--- src/rtl/opseq_pkg.sv ---
package opseq_pkg;
  localparam int BYTE_W    = 8;
  localparam int OP_LEN_W  = 9;
  localparam int OP_CODE_W = 5;
  localparam int OP_W      = OP_LEN_W + OP_CODE_W;

  localparam logic [OP_CODE_W-1:0] CODE_CS_HIGH = 5'h00;
  localparam logic [OP_CODE_W-1:0] CODE_CS_LOW  = 5'h01;
  localparam logic [OP_CODE_W-1:0] CODE_TX      = 5'h08;
  localparam logic [OP_CODE_W-1:0] CODE_RX      = 5'h0C;

  localparam int RA_CTRL     = 0;
  localparam int RA_STATE    = 1;
  localparam int RA_OP_STAGE = 2;
  localparam int RA_OP_PUSH  = 3;
  localparam int RA_OP_EMPTY = 4;
  localparam int RA_OP_FULL  = 5;
  localparam int RA_D_WRITE  = 6;
  localparam int RA_D_FULL   = 7;
  localparam int RA_D_EMPTY  = 8;
  localparam int RA_D_HEAD   = 9;
  localparam int RA_D_POP    = 10;

  typedef enum logic [3:0] {
    SQ_IDLE     = 4'd0,
    SQ_TX_WAIT  = 4'd1,
    SQ_TX_SHIFT = 4'd2,
    SQ_RX_WAIT  = 4'd3,
    SQ_RX_SHIFT = 4'd4
  } sq_state_t;
endpackage

--- src/rtl/opseq_fifo.sv ---
module opseq_fifo #(
  parameter int WIDTH = 8,
  parameter int DEPTH = 16
) (
  input  logic             clk,
  input  logic             rst,
  input  logic             push,
  input  logic [WIDTH-1:0] din,
  input  logic             pop,
  output logic [WIDTH-1:0] dout,
  output logic             full,
  output logic             empty
);
  localparam int PW = (DEPTH > 1) ? $clog2(DEPTH) : 1;
  localparam int CW = $clog2(DEPTH + 1);
  localparam logic [PW-1:0] LAST = PW'(DEPTH - 1);

  logic [WIDTH-1:0] mem [DEPTH];
  logic [PW-1:0]    wr_ptr, rd_ptr;
  logic [CW-1:0]    count;
  logic             do_push, do_pop;

  assign full    = (count == CW'(DEPTH));
  assign empty   = (count == '0);
  assign do_push = push && !full;
  assign do_pop  = pop && !empty;
  assign dout    = mem[rd_ptr];

  // storage without reset so it maps onto memory
  always_ff @(posedge clk) begin
    if (do_push) mem[wr_ptr] <= din;
  end

  always_ff @(posedge clk) begin
    if (rst) begin
      wr_ptr <= '0;
      rd_ptr <= '0;
      count  <= '0;
    end else begin
      if (do_push) wr_ptr <= (wr_ptr == LAST) ? '0 : wr_ptr + 1'b1;
      if (do_pop)  rd_ptr <= (rd_ptr == LAST) ? '0 : rd_ptr + 1'b1;
      case ({do_push, do_pop})
        2'b10:   count <= count + 1'b1;
        2'b01:   count <= count - 1'b1;
        default: count <= count;
      endcase
    end
  end
endmodule

--- src/rtl/opseq_shifter.sv ---
module opseq_shifter
  import opseq_pkg::*;
(
  input  logic              clk,
  input  logic              rst,
  input  logic              start,
  input  logic [BYTE_W-1:0] tx_byte,
  output logic              busy,
  output logic              done,
  output logic [BYTE_W-1:0] rx_byte,
  output logic              sclk,
  output logic              mosi,
  input  logic              miso
);
  localparam int BC_W = $clog2(BYTE_W);
  localparam logic [BC_W-1:0] LAST_BIT = BC_W'(BYTE_W - 1);

  logic              busy_q, done_q, sclk_q;
  logic [BC_W-1:0]   bit_q;
  logic [BYTE_W-1:0] tx_q, rx_q;

  always_ff @(posedge clk) begin
    if (rst) begin
      busy_q <= 1'b0;
      done_q <= 1'b0;
      sclk_q <= 1'b0;
      bit_q  <= '0;
      tx_q   <= '0;
      rx_q   <= '0;
    end else begin
      done_q <= 1'b0;
      if (!busy_q) begin
        if (start) begin
          busy_q <= 1'b1;
          tx_q   <= tx_byte;
          bit_q  <= '0;
        end
      end else if (!sclk_q) begin
        // rising edge: capture incoming bit
        sclk_q <= 1'b1;
        rx_q   <= {rx_q[BYTE_W-2:0], miso};
      end else begin
        // falling edge: advance outgoing bit
        sclk_q <= 1'b0;
        if (bit_q == LAST_BIT) begin
          busy_q <= 1'b0;
          done_q <= 1'b1;
        end else begin
          bit_q <= bit_q + 1'b1;
          tx_q  <= {tx_q[BYTE_W-2:0], 1'b0};
        end
      end
    end
  end

  assign busy    = busy_q;
  assign done    = done_q;
  assign rx_byte = rx_q;
  assign sclk    = sclk_q;
  assign mosi    = tx_q[BYTE_W-1];
endmodule

--- src/rtl/opseq_sequencer.sv ---
module opseq_sequencer
  import opseq_pkg::*;
(
  input  logic              clk,
  input  logic              rst,
  input  logic              man_en,
  input  logic              op_empty,
  input  logic [OP_W-1:0]   op_word,
  output logic              op_pop,
  input  logic              d_empty,
  input  logic              d_full,
  input  logic [BYTE_W-1:0] d_head,
  output logic              d_pop,
  output logic              d_push,
  output logic [BYTE_W-1:0] d_push_data,
  output logic              eng_start,
  output logic [BYTE_W-1:0] eng_tx,
  input  logic              eng_done,
  input  logic [BYTE_W-1:0] eng_rx,
  output logic              cs_n,
  output logic [3:0]        state
);
  sq_state_t             st_q;
  logic [OP_LEN_W-1:0]   remain_q;
  logic                  cs_q;
  logic [OP_CODE_W-1:0]  code;
  logic [OP_LEN_W-1:0]   len;

  assign code        = op_word[OP_W-1:OP_LEN_W];
  assign len         = op_word[OP_LEN_W-1:0];
  assign op_pop      = (st_q == SQ_IDLE) && man_en && !op_empty;
  assign d_pop       = (st_q == SQ_TX_WAIT) && !d_empty;
  assign eng_start   = d_pop || ((st_q == SQ_RX_WAIT) && !d_full);
  assign eng_tx      = (st_q == SQ_TX_WAIT) ? d_head : '0;
  assign d_push      = (st_q == SQ_RX_SHIFT) && eng_done;
  assign d_push_data = eng_rx;
  assign cs_n        = cs_q;
  assign state       = st_q;

  always_ff @(posedge clk) begin
    if (rst) begin
      st_q     <= SQ_IDLE;
      remain_q <= '0;
      cs_q     <= 1'b1;
    end else begin
      case (st_q)
        SQ_IDLE: begin
          if (op_pop) begin
            if (code == CODE_CS_HIGH && len == OP_LEN_W'(1)) begin
              cs_q <= 1'b1;
            end else if (code == CODE_CS_LOW && len == OP_LEN_W'(1)) begin
              cs_q <= 1'b0;
            end else if (code == CODE_TX && len != '0) begin
              st_q     <= SQ_TX_WAIT;
              remain_q <= len;
            end else if (code == CODE_RX && len != '0) begin
              st_q     <= SQ_RX_WAIT;
              remain_q <= len;
            end
          end
        end
        SQ_TX_WAIT:  if (!d_empty) st_q <= SQ_TX_SHIFT;
        SQ_TX_SHIFT: begin
          if (eng_done) begin
            remain_q <= remain_q - 1'b1;
            st_q     <= (remain_q == OP_LEN_W'(1)) ? SQ_IDLE : SQ_TX_WAIT;
          end
        end
        SQ_RX_WAIT:  if (!d_full) st_q <= SQ_RX_SHIFT;
        SQ_RX_SHIFT: begin
          if (eng_done) begin
            remain_q <= remain_q - 1'b1;
            st_q     <= (remain_q == OP_LEN_W'(1)) ? SQ_IDLE : SQ_RX_WAIT;
          end
        end
        default: st_q <= SQ_IDLE;
      endcase
    end
  end
endmodule

--- src/rtl/opseq_top.sv ---
module opseq_top
  import opseq_pkg::*;
#(
  parameter int FIFO_DEPTH = 16,
  parameter int ADDR_W     = 4,
  parameter int BUS_W      = 16
) (
  input  logic              clk,
  input  logic              rst,
  input  logic              reg_we,
  input  logic [ADDR_W-1:0] reg_addr,
  input  logic [BUS_W-1:0]  reg_wdata,
  output logic [BUS_W-1:0]  reg_rdata,
  output logic              spi_sclk,
  output logic              spi_cs_n,
  output logic              spi_mosi,
  input  logic              spi_miso
);
  logic              man_en_q;
  logic [OP_W-1:0]   op_stage_q;
  logic [BUS_W-1:0]  rdata_q;

  logic              op_push, op_pop, op_empty, op_full;
  logic [OP_W-1:0]   op_head;
  logic              sw_d_push, sw_d_pop, seq_d_push, seq_d_pop;
  logic              d_push, d_pop, d_empty, d_full;
  logic [BYTE_W-1:0] d_din, d_head, seq_push_data;
  logic              eng_start, eng_busy, eng_done;
  logic [BYTE_W-1:0] eng_tx, eng_rx;
  logic [3:0]        seq_state;

  function automatic logic hit(input logic [ADDR_W-1:0] a, input int idx);
    return a == ADDR_W'(idx);
  endfunction

  assign op_push   = reg_we && hit(reg_addr, RA_OP_PUSH) && reg_wdata[0];
  assign sw_d_push = reg_we && hit(reg_addr, RA_D_WRITE);
  assign sw_d_pop  = reg_we && hit(reg_addr, RA_D_POP) && reg_wdata[0];

  // the sequencer's captured byte takes the write port over a software push
  assign d_push = seq_d_push || sw_d_push;
  assign d_din  = seq_d_push ? seq_push_data : reg_wdata[BYTE_W-1:0];
  assign d_pop  = seq_d_pop || sw_d_pop;

  always_ff @(posedge clk) begin
    if (rst) begin
      man_en_q   <= 1'b0;
      op_stage_q <= '0;
    end else if (reg_we) begin
      if (hit(reg_addr, RA_CTRL))     man_en_q   <= reg_wdata[0];
      if (hit(reg_addr, RA_OP_STAGE)) op_stage_q <= reg_wdata[OP_W-1:0];
    end
  end

  always_ff @(posedge clk) begin
    if (rst) begin
      rdata_q <= '0;
    end else begin
      rdata_q <= '0;
      if (hit(reg_addr, RA_CTRL))     rdata_q[0]          <= man_en_q;
      if (hit(reg_addr, RA_STATE))    rdata_q[3:0]        <= seq_state;
      if (hit(reg_addr, RA_OP_EMPTY)) rdata_q[0]          <= op_empty;
      if (hit(reg_addr, RA_OP_FULL))  rdata_q[0]          <= op_full;
      if (hit(reg_addr, RA_D_FULL))   rdata_q[0]          <= d_full;
      if (hit(reg_addr, RA_D_EMPTY))  rdata_q[0]          <= d_empty;
      if (hit(reg_addr, RA_D_HEAD))   rdata_q[BYTE_W-1:0] <= d_head;
    end
  end
  assign reg_rdata = rdata_q;

  opseq_fifo #(.WIDTH(OP_W), .DEPTH(FIFO_DEPTH)) op_q_i (
    .clk(clk), .rst(rst), .push(op_push), .din(op_stage_q),
    .pop(op_pop), .dout(op_head), .full(op_full), .empty(op_empty)
  );

  opseq_fifo #(.WIDTH(BYTE_W), .DEPTH(FIFO_DEPTH)) data_q_i (
    .clk(clk), .rst(rst), .push(d_push), .din(d_din),
    .pop(d_pop), .dout(d_head), .full(d_full), .empty(d_empty)
  );

  opseq_sequencer seq_i (
    .clk(clk), .rst(rst), .man_en(man_en_q),
    .op_empty(op_empty), .op_word(op_head), .op_pop(op_pop),
    .d_empty(d_empty), .d_full(d_full), .d_head(d_head),
    .d_pop(seq_d_pop), .d_push(seq_d_push), .d_push_data(seq_push_data),
    .eng_start(eng_start), .eng_tx(eng_tx), .eng_done(eng_done),
    .eng_rx(eng_rx), .cs_n(spi_cs_n), .state(seq_state)
  );

  opseq_shifter shift_i (
    .clk(clk), .rst(rst), .start(eng_start), .tx_byte(eng_tx),
    .busy(eng_busy), .done(eng_done), .rx_byte(eng_rx),
    .sclk(spi_sclk), .mosi(spi_mosi), .miso(spi_miso)
  );
endmodule

--- config.mk ---
export PLATFORM = sky130hd
export DESIGN_NAME = opseq_top
export DESIGN_NICKNAME = d
export VERILOG_FILES = /design/src/rtl/opseq_pkg.sv /design/src/rtl/opseq_fifo.sv /design/src/rtl/opseq_shifter.sv /design/src/rtl/opseq_sequencer.sv /design/src/rtl/opseq_top.sv
export SDC_FILE = /design/constraint.sdc
export NUM_CORES = 1
export LEC_CHECK = 0
export ABC_AREA = 1
export CORE_MARGIN = 10
export CORE_UTILIZATION = 40
export DETAILED_ROUTE_END_ITERATION = 7
export DONT_BUFFER_PORTS = 1
export HOLD_SLACK_MARGIN = 0.08
export RECOVER_POWER = 50
export SYNTH_ARGS = -nofsm -noshare
export SYNTH_HDL_FRONTEND = slang
export SYNTH_SLANG_ARGS = --single-unit
--- constraint.sdc ---
create_clock -name clk -period 3.11 [get_ports clk]
set_clock_uncertainty 0.15 [all_clocks]
set_input_delay 0.622 -clock clk [delete_from_list [all_inputs] [get_ports clk]]
set_output_delay 0.622 -clock clk [all_outputs]
set_load 0.01 [all_outputs]
==> results_dict.tcl <==
set metrics [dict create \
    clk-insertion-delay-late_ns 0.57 \
    cpMaxStageDelayCell "fa_1" \
    hold_path_class "input port to flip-flop" \
    via_count 12468 \
    ys_types 45 \
    endpoint_kind "flip-flop" \
    netlist_instances 1709 \
    fill_cells 4227 \
    cts_root_buf "clkbuf_16" \
    drt-initial-drc-count 946 \
    grt_pass1_vias 12283 \
    min_period_over_period_pct 94.3 \
    cts.sinks 444 \
    tightest_slew_ns 1.01 \
    drive_gt1_share_pct 8.84 \
    avgSynthCellArea_um2 10.9 \
    numCtsBuffers 45 \
    via_per_inst 5.12 \
    setup_ws_ns 0.178 \
    async_reset_ff_share_pct 0 \
    setup_tns_ns 0 \
    fmax_mhz 341 \
    crit_top_cell "inv_1" \
    synth_area_leaders "edfxtp_1 57%, dfxtp_1 9.9%, nand2_1 5.9%" \
    dieArea_mm2 0.0556 \
    leakage_nw 7.99 \
    powerDensity_mw_per_mm2 631 \
    coreArea_mm2 0.0463 \
    yosysMostFrequentCell "edfxtp_1" \
    port_buffers 0 \
    synth_top_area_share_pct 56.8 \
    synth_top_area_cell "edfxtp_1" \
    cts_tree "built" \
    crit_fanout 6 \
    ant_nets 0 \
    grt_max_degree 47 \
    relSlewSlack_pct 32.1 \
    min_period_ns 2.93 \
    clk_pin_slew_ns 0.06 \
    nets 1834 \
    syn_to_final_growth_pct 14.5 \
    gp_congestion 0.814 \
    post-cts-setup-buffers 0 \
    ys_seq_area_share_pct 66.6 \
    synth-edff-count 352 \
    path_cells "nor4_2, inv_1, nor2_1, inv_1, o21ai_0, inv_1, ha_1, fa_1, a21o_1, a21oi_1, inv_1, a21oi_1, o21ai_0, o21ai_0, a21oi_1" \
    drt-pass1-iter-count 5 \
    multi_input_area_mm2 0.00521 \
    critPathArrivalTime_ns 3.23 \
    yosys-top-cells-count "352 x edfxtp_1, 295 x nand2_1, 199 x nor2_1" \
    setup_violations 0 \
    num_rows 79 \
    grt_antenna_before_repair 2 \
    slew_viol_final 0 \
    hpwl_um 28000 \
    grt_pass1_wl_um 70700 \
    timing.setup.critical_path_class "flip-flop to flip-flop" \
    wl_um 44700 \
    ys_ff_latch 444 \
    ios 43 \
    synth_area_mm2 0.0186 \
    drc 0 \
    hold_viol_final 0 \
    dp_slack_ns 0.00384 \
    ir_worst_vdd_uv 606 \
    h-tree-depth 2 \
    yosys_warnings 0 \
    start_kind "flip-flop" \
    critPathRequiredTime_ns 3.41 \
    grt_usage_pct 15.9 \
    cp_slowest_stage_delay_ns 0.43 \
    drv_cap 0 \
    die_y_um 236 \
    overflow 0 \
    post_drt_wl_per_cell_um 18.4 \
    synth_ff_type "edfxtp_1" \
    status "completed" \
    die_w_um 236 \
    initial_core_util_pct 40.3 \
    regArea_mm2 0.0124 \
    clk_path_buf_depth 3 \
]
[cells in the final DEF (no fill, tap or decap), types with 4 or more instances in the layout]
cell,n
nand3_2,6
nand4_1,7
mux2_1,6
clkbuf_16,48
diode_2,4
mux2i_1,32
conb_1,8
buf_4,66
nor3_1,10
a21oi_1,92
o21ai_0,147
o221ai_1,8
nand2_1,295
clkbuf_1,28
dfxtp_1,89
nand3_1,107
clkinv_2,10
clkinv_1,4
clkbuf_8,9
o211ai_1,40
a22oi_1,6
dlygate4sd3_1,16
o21ai_1,5
nor2_1,199
inv_1,155
xor2_1,6
edfxtp_1,352
xnor2_1,5
ha_1,22
[path summary, 6_finish.rpt]
path,from,end,slack [ns],cells after the start
hold reg to reg,shift_i.bit_q[2]$_SDFFE_PP0P_,shift_i.bit_q[2]$_SDFFE_PP0P_,0.32,2
setup / recovery,data_q_i.count[1]$_SDFFE_PP0P_,data_q_i.count[4]$_SDFFE_PP0P_,0.18,15
setup reg to reg,data_q_i.count[1]$_SDFFE_PP0P_,data_q_i.count[4]$_SDFFE_PP0P_,0.18,15
hold / removal,reg_wdata[0],man_en_q$_SDFFE_PP0P_,0.12,2
[metrics by stage]
stage / cell area [µm²] / hold WS [ns] / util, % / std cells / power [mW]
floorplan: 18700 / 0.287 / - / 1716 / 7.73
global placement: 19700 / 0.298 / 42.6 / 2330 / 7.98
detailed placement: 19700 / 0.304 / 42.6 / 2330 / 8.03
CTS: 21400 / 0.106 / 46.2 / 2429 / 13.6
global route: 21300 / 0.142 / 46.1 / 2429 / 14.0
finish: 21300 / 0.124 / 46.1 / 2433 / 13.5
[final cells by class]
| type | count | area share [%] |
|---|---|---|
| sequential | 444 | 58.2 |
| multi-input combinational | 1029 | 24.4 |
| clock buffer | 66 | 6.37 |
| timing repair buffer | 105 | 3.72 |
| tap | 607 | 3.56 |
| inverter | 161 | 2.84 |
| clock inverter | 17 | 0.821 |
| antenna | 4 | 0.0469 |
[flip-flops by register name, summed over array words and instances (netlist names), named ones only]
signal and count:
data_q_i.count 5, data_q_i.mem 128, data_q_i.rd_ptr 4, data_q_i.wr_ptr 4
man_en_q 1, op_q_i.count 5, op_q_i.mem 224, op_q_i.rd_ptr 4
op_q_i.wr_ptr 4, op_stage_q 14, reg_rdata 8, seq_i.cs_n 1
seq_i.remain_q 9, seq_i.state 3, shift_i.bit_q 3, shift_i.busy 1
shift_i.done 1, shift_i.rx_byte 8, shift_i.sclk 1, shift_i.tx_q 8
[layer usage]
| metal | vias to the layer above | track usage, % | part of all wire [%] |
|---|---|---|---|
| met4 | 4 | 5.36 | 3.0 |
| met1 | 6013 | 20.8 | 43 |
| met3 | 72 | 2.78 | 6.4 |
| met2 | 320 | 26.3 | 47 |
| li1 | 6059 | - | - |
| met5 | - | 0 | 0.051 |
[cells by family (layout without fill, tap and decap cells)]
group / Yosys count / after routing / share of synthesized area, %
muxes: 39 / 39 / 2.14
other: 1 / 12 / 0.0201
AOI/OAI and AO/OA: 314 / 314 / 9.44
buffers and inverters: 243 / 349 / 5.58
DFF: 444 / 444 / 66.6
xor gates and xnor gates: 11 / 11 / 0.517
adders and majority gates: 24 / 24 / 1.69
and+or+nand+nor: 633 / 633 / 14.0
[worst max-delay path: cells and delay by family (launching register included)]
family	cells	cell delay, ns
AO/OA/AOI/OAI	7	0.85
adder cells (fa/ha/maj)	2	0.72
AND/OR/NAND/NOR	2	0.41
flip-flops	1	0.36
buffers and inverters	4	0.32
[power by group]
part / switching [mW] / internal [mW] / leakage (nW) / total, mW
Clock: 2.25 / 3.28 / 0.757 / 5.53
Sequential: 0.144 / 6.49 / 3.96 / 6.63
Combinational: 0.839 / 0.459 / 3.28 / 1.30
[what timing repair did]
action / CTS / global route
hold buffers: 16 / 0
endpoints found under the setup margin: 0 / 1
resized for setup: 0 / 1
hold endpoints to repair: 37 / 0
Note: power is estimated with default switching activity, not from simulation.
